--- src/rtl/fwd_pkg.sv ---
package fwd_pkg;
    typedef enum logic [1:0] {
        ST_IDLE     = 2'd0,
        ST_REG_WAIT = 2'd1,
        ST_MEM_WAIT = 2'd2
    } fwd_state_e;

    typedef enum logic [1:0] {
        TGT_NONE = 2'd0,
        TGT_REG  = 2'd1,
        TGT_MEM  = 2'd2
    } fwd_tgt_e;
endpackage

--- src/rtl/fwd_decode.sv ---
module fwd_decode
    import fwd_pkg::*;
#(
    parameter int ADDR_W = 16,
    parameter int BYTE_SH = 2,
    parameter int IDX_W = 6,
    parameter logic [ADDR_W-1:0] REG_ADDR = 'h10,
    parameter logic [ADDR_W-1:0] MEM_LO = 'h100,
    parameter logic [ADDR_W-1:0] MEM_HI = 'h200
) (
    input  logic [ADDR_W-1:0] addr,
    output fwd_tgt_e          tgt,
    output logic [IDX_W-1:0]  idx
);
    localparam logic [ADDR_W-1:0] SPAN = MEM_HI - MEM_LO;

    logic [ADDR_W-1:0] offset;
    logic              in_window;

    // Rebase to the window start; the index is the offset in whole entries.
    assign offset    = addr - MEM_LO;
    assign in_window = (addr >= MEM_LO) && (offset < SPAN);
    assign idx       = offset[BYTE_SH +: IDX_W];

    always_comb begin
        if (addr == REG_ADDR)
            tgt = TGT_REG;
        else if (in_window)
            tgt = TGT_MEM;
        else
            tgt = TGT_NONE;
    end
endmodule

--- src/rtl/fwd_mask.sv ---
module fwd_mask #(
    parameter int DATA_W = 32,
    parameter int BE_W = DATA_W / 8
) (
    input  logic [BE_W-1:0]   be,
    output logic [DATA_W-1:0] mask
);
    // Each byte enable drives all eight bits of its byte.
    for (genvar b = 0; b < BE_W; b++) begin : g_byte
        assign mask[8*b +: 8] = {8{be[b]}};
    end
endmodule

--- src/rtl/ext_access_fwd.sv ---
module ext_access_fwd
    import fwd_pkg::*;
#(
    parameter int ADDR_W = 16,
    parameter int DATA_W = 32,
    parameter int FLD_LSB = 8,
    parameter int FLD_W = 16,
    parameter logic [ADDR_W-1:0] REG_ADDR = 'h10,
    parameter logic [ADDR_W-1:0] MEM_LO = 'h100,
    parameter logic [ADDR_W-1:0] MEM_HI = 'h200,
    localparam int BE_W = DATA_W / 8,
    localparam int BYTE_SH = $clog2(BE_W),
    localparam int IDX_W = $clog2(int'(MEM_HI - MEM_LO) >> BYTE_SH)
) (
    input  logic              clk,
    input  logic              rst_n,
    input  logic [ADDR_W-1:0] bus_addr,
    input  logic [DATA_W-1:0] bus_wdata,
    input  logic              bus_rd,
    input  logic              bus_wr,
    input  logic [BE_W-1:0]   bus_be,
    output logic              bus_rdy,
    output logic              bus_err,
    output logic [DATA_W-1:0] bus_rdata,
    output logic              xr_wr_req,
    output logic              xr_rd_req,
    output logic [FLD_W-1:0]  xr_wdata,
    output logic [FLD_W-1:0]  xr_wmask,
    input  logic              xr_ack,
    input  logic              xr_err,
    input  logic [FLD_W-1:0]  xr_rdata,
    output logic              xm_wr_req,
    output logic              xm_rd_req,
    output logic [IDX_W-1:0]  xm_idx,
    output logic [DATA_W-1:0] xm_wdata,
    output logic [DATA_W-1:0] xm_wmask,
    input  logic              xm_ack,
    input  logic              xm_err,
    input  logic [DATA_W-1:0] xm_rdata
);
    fwd_state_e        st_q, st_d;
    fwd_tgt_e          tgt;
    logic [IDX_W-1:0]  idx_now;
    logic              any_vld;
    logic              accept;
    logic              cap_wr;
    logic [IDX_W-1:0]  cap_idx;
    logic [DATA_W-1:0] cap_wdata;
    logic [BE_W-1:0]   cap_be;
    logic [DATA_W-1:0] full_mask;
    logic              vld_match;

    fwd_decode #(
        .ADDR_W  (ADDR_W),
        .BYTE_SH (BYTE_SH),
        .IDX_W   (IDX_W),
        .REG_ADDR(REG_ADDR),
        .MEM_LO  (MEM_LO),
        .MEM_HI  (MEM_HI)
    ) u_decode (
        .addr(bus_addr),
        .tgt (tgt),
        .idx (idx_now)
    );

    fwd_mask #(
        .DATA_W(DATA_W),
        .BE_W  (BE_W)
    ) u_mask (
        .be  (cap_be),
        .mask(full_mask)
    );

    assign any_vld   = bus_rd | bus_wr;
    assign accept    = (st_q == ST_IDLE) && any_vld && (tgt != TGT_NONE);
    assign vld_match = cap_wr ? bus_wr : bus_rd;

    // State register
    always_ff @(posedge clk or negedge rst_n) begin
        if (!rst_n)
            st_q <= ST_IDLE;
        else
            st_q <= st_d;
    end

    // Access capture: only taken in idle, so bus changes during a wait are ignored
    always_ff @(posedge clk or negedge rst_n) begin
        if (!rst_n) begin
            cap_wr    <= 1'b0;
            cap_idx   <= '0;
            cap_wdata <= '0;
            cap_be    <= '0;
        end else if (accept) begin
            cap_wr    <= bus_wr;
            cap_idx   <= idx_now;
            cap_wdata <= bus_wdata;
            cap_be    <= bus_be;
        end
    end

    // Next-state logic
    always_comb begin
        st_d = st_q;
        unique case (st_q)
            ST_IDLE: begin
                if (accept)
                    st_d = (tgt == TGT_REG) ? ST_REG_WAIT : ST_MEM_WAIT;
            end
            ST_REG_WAIT: if (xr_ack) st_d = ST_IDLE;
            ST_MEM_WAIT: if (xm_ack) st_d = ST_IDLE;
            default:     st_d = ST_IDLE;
        endcase
    end

    // Output logic
    always_comb begin
        bus_rdy   = 1'b0;
        bus_err   = 1'b0;
        bus_rdata = '0;
        xr_wr_req = 1'b0;
        xr_rd_req = 1'b0;
        xm_wr_req = 1'b0;
        xm_rd_req = 1'b0;
        xr_wdata  = cap_wdata[FLD_LSB +: FLD_W];
        xr_wmask  = full_mask[FLD_LSB +: FLD_W];
        xm_idx    = cap_idx;
        xm_wdata  = cap_wdata;
        xm_wmask  = full_mask;
        unique case (st_q)
            ST_IDLE: begin
                if (any_vld && (tgt == TGT_NONE)) begin
                    bus_rdy = 1'b1;
                    bus_err = 1'b1;
                end
            end
            ST_REG_WAIT: begin
                xr_wr_req = cap_wr;
                xr_rd_req = !cap_wr;
                bus_rdy   = xr_ack;
                bus_err   = xr_ack & xr_err & vld_match;
                bus_rdata[FLD_LSB +: FLD_W] = xr_rdata;
            end
            ST_MEM_WAIT: begin
                xm_wr_req = cap_wr;
                xm_rd_req = !cap_wr;
                bus_rdy   = xm_ack;
                bus_err   = xm_ack & xm_err & vld_match;
                bus_rdata = xm_rdata;
            end
            default: ;
        endcase
    end

    // a memory request holds with stable index, data and mask until acknowledged
    a_r5_mem_hold: assert property (@(posedge clk) disable iff (!rst_n)
        ((xm_rd_req || xm_wr_req) && !xm_ack) |=>
            ((xm_rd_req || xm_wr_req) && $stable(xm_idx) && $stable(xm_wdata) && $stable(xm_wmask)));

    // a register request holds with stable data and mask until acknowledged
    a_r5_reg_hold: assert property (@(posedge clk) disable iff (!rst_n)
        ((xr_rd_req || xr_wr_req) && !xr_ack) |=>
            ((xr_rd_req || xr_wr_req) && $stable(xr_wdata) && $stable(xr_wmask)));

    // an acknowledge releases every request in the next cycle
    a_r6_ack_release: assert property (@(posedge clk) disable iff (!rst_n)
        (((xm_rd_req || xm_wr_req) && xm_ack) || ((xr_rd_req || xr_wr_req) && xr_ack)) |=>
            !(xm_rd_req || xm_wr_req || xr_rd_req || xr_wr_req));

    // at most one external request at a time
    a_r4_one_request: assert property (@(posedge clk) disable iff (!rst_n)
        $onehot0({xr_wr_req, xr_rd_req, xm_wr_req, xm_rd_req}));

    // an error is only reported together with ready
    a_r8_err_with_rdy: assert property (@(posedge clk) disable iff (!rst_n)
        bus_err |-> bus_rdy);

    // read data is zero while no external request is active
    a_r7_idle_zero: assert property (@(posedge clk) disable iff (!rst_n)
        !(xr_wr_req || xr_rd_req || xm_wr_req || xm_rd_req) |-> (bus_rdata == '0));
endmodule

--- config.mk ---
export PLATFORM = sky130hd
export DESIGN_NAME = ext_access_fwd
export DESIGN_NICKNAME = d
export VERILOG_FILES = /design/src/rtl/fwd_pkg.sv /design/src/rtl/fwd_decode.sv /design/src/rtl/fwd_mask.sv /design/src/rtl/ext_access_fwd.sv
export SDC_FILE = /design/constraint.sdc
export NUM_CORES = 1
export LEC_CHECK = 0
export CAP_MARGIN = 20
export CORE_MARGIN = 2
export CORE_UTILIZATION = 32
export CTS_BUF_LIST = sky130_fd_sc_hd__clkbuf_8 sky130_fd_sc_hd__clkbuf_16
export CTS_CLUSTER_DIAMETER = 120
export CTS_CLUSTER_SIZE = 8
export DETAILED_ROUTE_END_ITERATION = 16
export GPL_TIMING_DRIVEN = 0
export PLACE_DENSITY = 0.83
export REMOVE_ABC_BUFFERS = 1
export SLEW_MARGIN = 15
export SYNTH_ARGS = -nofsm -noshare
export SYNTH_HDL_FRONTEND = slang
export SYNTH_SLANG_ARGS = --single-unit
--- constraint.sdc ---
create_clock -name clk -period 2.3 [get_ports clk]
set_clock_uncertainty 0.05 [all_clocks]
set_input_delay 0.46 -clock clk [delete_from_list [all_inputs] [get_ports clk]]
set_output_delay 0.46 -clock clk [all_outputs]
set_load 0.01 [all_outputs]
==> out/qor.txt, run 1 <==
FF-to-FF Start - st_q[1]
CP Class - in -> out
gr usage total - 0.187
Internal - 1.88 mW
Crit path largest cell delay - 0.54 ns
CP cell instances - clkbuf_2 -> or4_4 -> or2_4 -> o21bai_4 -> a21oi_2 -> buf_2
DR WL/cell - 16.4 µm
reg-to-reg slack, setup - 0.31 ns
initial antenna violation count - 0
Mapped Area - 2750 µm²
combinational power share - 0.472
pre-CTS worst setup slack - -0.811 ns
Initial Util - 0.333
# IOs - 248
Max VDD drop - 386 µV
Critical Path Fanout Max - 3
multi-input combinational cell area - 1190 µm²
first-pass detailed-route iteration total - 4
Post-Route WL - 9130 µm
Net Sw Power - 842 µW
CTS tree - yes
Req. time, crit path - 1.79 ns
crit path max-delay cell type - or4_4
max_slew headroom - 0.672
max_cap viols - 0
share of total power in the clock network - 0.191
outcome - finished clean
height of the die - 96.7 µm
Synth top cells by count - 60 x buf_4, 45 x dfrtp_1, 42 x mux2_2, 18 x and2_1, 17 x a22oi_1
crit path setup slack, layout - 0.0534 ns
Reg area - 1130 µm²
finished layout cell area - 5210 µm²
Fin. Hold Viols - 0
RSZ-0062 raised after global routing - no
Die Span X - 96.7 µm
grt ovf - 0
Worst setup SP type - input pin
worst reg-to-reg path cell count - 6
TritonCTS Sinks - 45
DR DRC count - 0
PwrDens - 522 nW/µm²
Avg Inst Size Synth - 11.0 µm²
Synth Warn # - 0
Critical Path Sink Type - output pin
leading area contributor after synthesis - dfrtp_1
share of cells above drive strength 1 - 0.204
ANT cells - 0
PortBufs - 247
dominant synthesized flop cell - dfrtp_1
post-layout net count - 563
family with the most delay on the worst path - simple AND/OR/NAND/NOR gates
Mapped Cells - 251
EDFF count, synth - 0
largest net degree at the start of global routing - 29
Bufs on Longest Clock Path - 2
sequential-to-total area share from yosys stat - 0.410
final max-slew violation count - 0
post-route ant nets - 0
Final Power - 2.72 mW
final worst path period share - 0.977
vias in the first global route - 2800
first-pass GRT wire length - 14200 µm
initial drt markers - 42
LEAKAGE - 2.30 nW
Sequential Power Share - 0.337
Post-synth ARST share - 1.00
core footprint - 8260 µm²
post-synthesis cell type count - 29
Final Wtd Congestion - 0.831
die area - 9350 µm²
vias post-DR - 2619
# setup viols final - 0
Data arrival, critical path - 1.74 ns
Yosys reg bits - 45
number of CTS-inserted buffers - 5
htree depth - 2
area of placed instances - 4880 µm²
hpwl dp - 6860 µm
fmax - 445 MHz
R2R Path End - st_q[0]
# rows - 33
Min-Delay Path Class - in -> async
fill count - 662
via/cell ratio - 4.70
largest cells by area after synthesis - dfrtp_1 41%, mux2_2 17%, buf_4 16%
worst-skew pair later-pin latency - 0.29 ns
share of the synthesized area in the top cell type - 0.410
switching share of power - 0.310
Area Overhead vs Synth - 89.5%
Buffers & Inverters on Critical Path - 2
min Tclk post-route - 2.25 ns
Root Buffer - clkbuf_8
count leader, synth - buf_4
Reg clk slew, reported paths - 0.08 ns
Post-Route Utilization - 0.631
worst slew pin tran - 0.492 ns
## sequential cells by signal, summed over array words and instances, names as in the netlist
name,cells
cap_wr,1
xm_wdata,32
cap_be,4
st_q,2
xm_idx,6
## metrics by stage
stage / TNS, ns / hold WS, ns / std cells
after floorplan: -27.33 / 0.114 / 180
after global placement: -106.62 / 0.439 / 532
after detailed placement: -47.95 / 0.377 / 535
after CTS: 0 / 0.0481 / 554
final: 0 / 0.0440 / 557
after global routing: 0 / 0.0517 / 557
## how the worst max path moves through the flow
stage | start | end | slack [ns] | cells past startpoint
2_1_floorplan | bus_addr[9] | cap_be[1] | -0.64 | 4
3_3_place_gp | bus_addr[9] | xm_wdata[0] | -1.59 | 5
3_5_place_dp | bus_addr[9] | cap_be[3] | -0.81 | 6
4_1_cts | bus_addr[13] | bus_rdy | 0.01 | 6
5_1_grt | bus_addr[0] | bus_rdy | 0.0005 | 6
6_report | bus_addr[11] | bus_rdy | 0.05 | 6
## layout by cell type (no fill, tap or decap), drive strengths merged
cell type      count
inv                5
nor2               3
dlymetal6s2s       3
or4                3
o211ai             2
dfrtp             45
nor4               2
and2              18
nor2b             16
clkdlybuf4s50    196
nand4b             1
o21bai             1
a22oi             17
nor4b              1
clkinv             2
dlygate4sd2       41
buf               19
o21ai              2
mux2              44
or3                2
or2                1
clkbuf            10
nor3               1
nand3              2
o22ai              1
o221ai             1
nand2              5
clkdlybuf4s15      1
a21oi              3
ha                 4
## metal layers
metal | wire [µm] | up-vias | GRT usage
met5 | 0 | - | 0
met1 | 3230 | 1243 | 0.194
li1 | - | 1200 | -
met3 | 952 | 17 | 0.0672
met2 | 4690 | 159 | 0.343
met4 | 249 | 0 | 0.0693
## layout make-up
| type | instances | share of cell area |
|---|---|---|
| repair buffers | 264 | 0.506 |
| multi-input cells | 130 | 0.229 |
| flip-flops and latches | 45 | 0.217 |
| well taps | 105 | 0.0252 |
| clock buffers | 6 | 0.0159 |
| inverters | 5 | 0.00408 |
| clock inverters | 2 | 0.00264 |
## kinds of logic after synthesis
| kind of cell | share of synthesized area |
|---|---|
| DFF | 0.410 |
| buffers and inverters | 0.197 |
| muxes | 0.180 |
| adders and majority gates | 0.0182 |
| and+or+nand+nor | 0.126 |
| AOI/OAI and AO/OA | 0.0692 |
## what timing repair did
action                     CTS  global route
buffers inserted            11             2
hold endpoints to repair     0             0
resized for setup           82            13
hold buffers                 0             0
cloned                       0             1
pin swaps                    9             8
setup endpoints to repair   81            46
## power by group through the flow
stage	Sequential, mW	Clock [mW]	Combinational (mW)
2_1_floorplan	0.983	0	0.375
3_3_place_gp	0.920	0	1.14
3_5_place_dp	0.926	0	1.15
4_1_cts	0.917	0.546	1.23
5_1_grt	0.927	0.577	1.37
6_report	0.916	0.519	1.28
(Power assumes the default switching activity.)
==> run 2, diff against run 1 <==
- MAX_ROUTING_LAYER: unset -> met4
- SLEW_MARGIN: 15 -> 25
==> run 2 against run 1 <==
  * Cell count up 0.72%
  * Maximum frequency down 0.96%
  * Non-clock buffer count up 4
  * Via count increased by 0.31%
  * Combinational power hardly changed
  * Routed wire length increased by 1.1%
  * Register-to-register slack got worse by 0.17 ns
  * Final area about the same
  * Global-route usage rose by 0.52 points
  * Critical path type unchanged
  * Highest routed layer unchanged
==> out/qor.txt, run 2 (same netlist as run 1, synthesis figures left out) <==
hpwl dp - 6880 µm (+0.23%)
DR WL/cell - 16.5 µm (+0.39%)
family with the most delay on the worst path - simple AND/OR/NAND/NOR gates
min Tclk post-route - 2.27 ns (+0.0219 ns)
worst slew pin tran - 0.497 ns (+0.00464 ns)
initial drt markers - 81 (+93%)
# rows - 33 (unchanged)
FF-to-FF Start - st_q[1]
crit path max-delay cell type - or4_4
share of cells above drive strength 1 - 0.217 (+0.0136)
final worst path period share - 0.986 (+0.00950)
Req. time, crit path - 1.79 ns (about the same)
worst-skew pair later-pin latency - 0.30 ns (about the same)
vias post-DR - 2627 (+0.31%)
pre-CTS worst setup slack - -0.720 ns (+0.0910 ns)
Max VDD drop - 347 µV (-10%)
first-pass detailed-route iteration total - 4 (unchanged)
most frequent cells in the layout - 194 x clkdlybuf4s50_1, 43 x dfrtp_1, 42 x mux2_2, 39 x dlygate4sd2_1, 18 x and2_1
finished layout cell area - 5200 µm² (about the same)
post-layout net count - 567 (+0.71%)
height of the die - 96.7 µm (unchanged)
Root Buffer - clkbuf_8
DR DRC count - 0 (unchanged)
most common cell after layout, fill and taps aside - clkdlybuf4s50_1
CP startpoint - bus_addr[11]
PwrDens - 529 nW/µm² (+1.3%)
Initial Util - 0.333 (unchanged)
CP cell instances - clkbuf_2 -> or4_4 -> or2_4 -> o21bai_4 -> a21oi_1 -> buf_2
number of CTS-inserted buffers - 5 (unchanged)
gr usage total - 0.192 (+0.00522)
Critical Path Fanout Max - 3 (unchanged)
core footprint - 8260 µm² (unchanged)
Crit path largest cell delay - 0.53 ns (about the same)
Data arrival, critical path - 1.76 ns (+0.02 ns)
Reg clk slew, reported paths - 0.09 ns (about the same)
crit path setup slack, layout - 0.0315 ns (-0.0219 ns)
# setup viols final - 0 (unchanged)
Buffers & Inverters on Critical Path - 2 (unchanged)
CTS tree - yes
CP Class - in -> out
fmax - 441 MHz (-0.96%)
R2R Path End - st_q[0]
TritonCTS Sinks - 45 (unchanged)
# IOs - 248 (unchanged)
Post-Route WL - 9230 µm (+1.1%)
Internal - 1.89 mW (+0.94%)
outcome - finished clean
Worst setup SP type - input pin
reg-to-reg slack, setup - 0.14 ns (-0.17 ns)
Bufs on Longest Clock Path - 2 (unchanged)
worst reg-to-reg path cell count - 6 (unchanged)
Net Sw Power - 858 µW (+1.9%)
die area - 9350 µm² (unchanged)
Sequential Power Share - 0.333 (-0.004)
largest net degree at the start of global routing - 29 (unchanged)
Critical Path Sink Type - output pin
Final Power - 2.75 mW (+1.2%)
grt ovf - 0 (unchanged)
area of placed instances - 4880 µm² (+0.15%)
vias in the first global route - 2791 (-0.32%)
Die Span X - 96.7 µm (unchanged)
ANT cells - 0 (unchanged)
PortBufs - 247 (unchanged)
combinational power share - 0.478 (+0.006)
max reg flops - 32 (unchanged)
post-route ant nets - 0 (unchanged)
via/cell ratio - 4.68 (-0.41%)
LEAKAGE - 2.30 nW (+0.16%)
Fin. Hold Viols - 0 (unchanged)
hold_buf cts - 0 (unchanged)
Min-Delay Path Class - in -> async
initial antenna violation count - 0 (unchanged)
Post-Route Utilization - 0.630 (about the same)
share of total power in the clock network - 0.189 (-0.002)
Area Overhead vs Synth - 89.3% (about the same)
Final Wtd Congestion - 0.844 (+1.5%)
final max-slew violation count - 0 (unchanged)
max_slew headroom - 0.669 (-0.00310)
switching share of power - 0.312 (+0.00197)
max_cap viols - 0 (unchanged)
htree depth - 2 (unchanged)
first-pass GRT wire length - 14200 µm (unchanged)
## run 2: worst max-delay path by stage
stage                         to  slack, ns  cells past startpoint
finish                   bus_rdy       0.03                      6
global route             bus_rdy      -0.02                      6
CTS                      bus_rdy      0.008                      6
detailed placement  xm_wdata[22]      -0.72                      7
global placement     xm_wdata[0]      -1.59                      5
floorplan              cap_be[1]      -0.64                      4
## run 2: power groups by stage
stage	sequential [mW]	combinational [mW]	clock (mW)
floorplan	0.983	0.375	0
global placement	0.920	1.14	0
detailed placement	0.926	1.16	0
CTS	0.917	1.26	0.543
global route	0.929	1.39	0.574
finish	0.917	1.31	0.521
## run 2: worst register-to-register path, stage by stage (launching register included)
cell	delay, ns
dfrtp_2	0.46
inv_2	0.12
ha_4	0.15
o21ai_1	0.16
or3_1	0.47
or4_4	0.54
o211ai_1	0.12
## run 2: through the flow
step / hold WS [ns] / TNS [ns] / cells
floorplan: 0.114 / -27.33 / 180
global placement: 0.439 / -106.62 / 532
detailed placement: 0.382 / -41.45 / 536
CTS: 0.0533 / 0 / 558
global route: 0.0591 / -0.0170 / 561
finish: 0.0446 / 0 / 561
## run 2: timing repair
| item | 4_1_cts | 5_1_grt |
|---|---|---|
| buffers inserted | 14 | 3 |
| pin swaps | 10 | 7 |
| gates resized for setup | 88 | 15 |
| endpoints found under the setup margin | 83 | 44 |
## run 2: cell type report
class	instances	area, µm²
clock buffer	6	82.6
timing repair buffer	268	2640
tap	105	131
multi-input combinational	130	1190
inverter	5	21.3
clock inverter	2	13.8
fill	656	3050
sequential	45	1130
## run 2: per-layer routing
layer  up-vias  track usage  share of wire
li1       1207            -              -
met3        17       0.0470          0.080
met5         -            -              0
met1      1244        0.201           0.37
met4         0       0.0693          0.027
met2       159        0.349           0.52
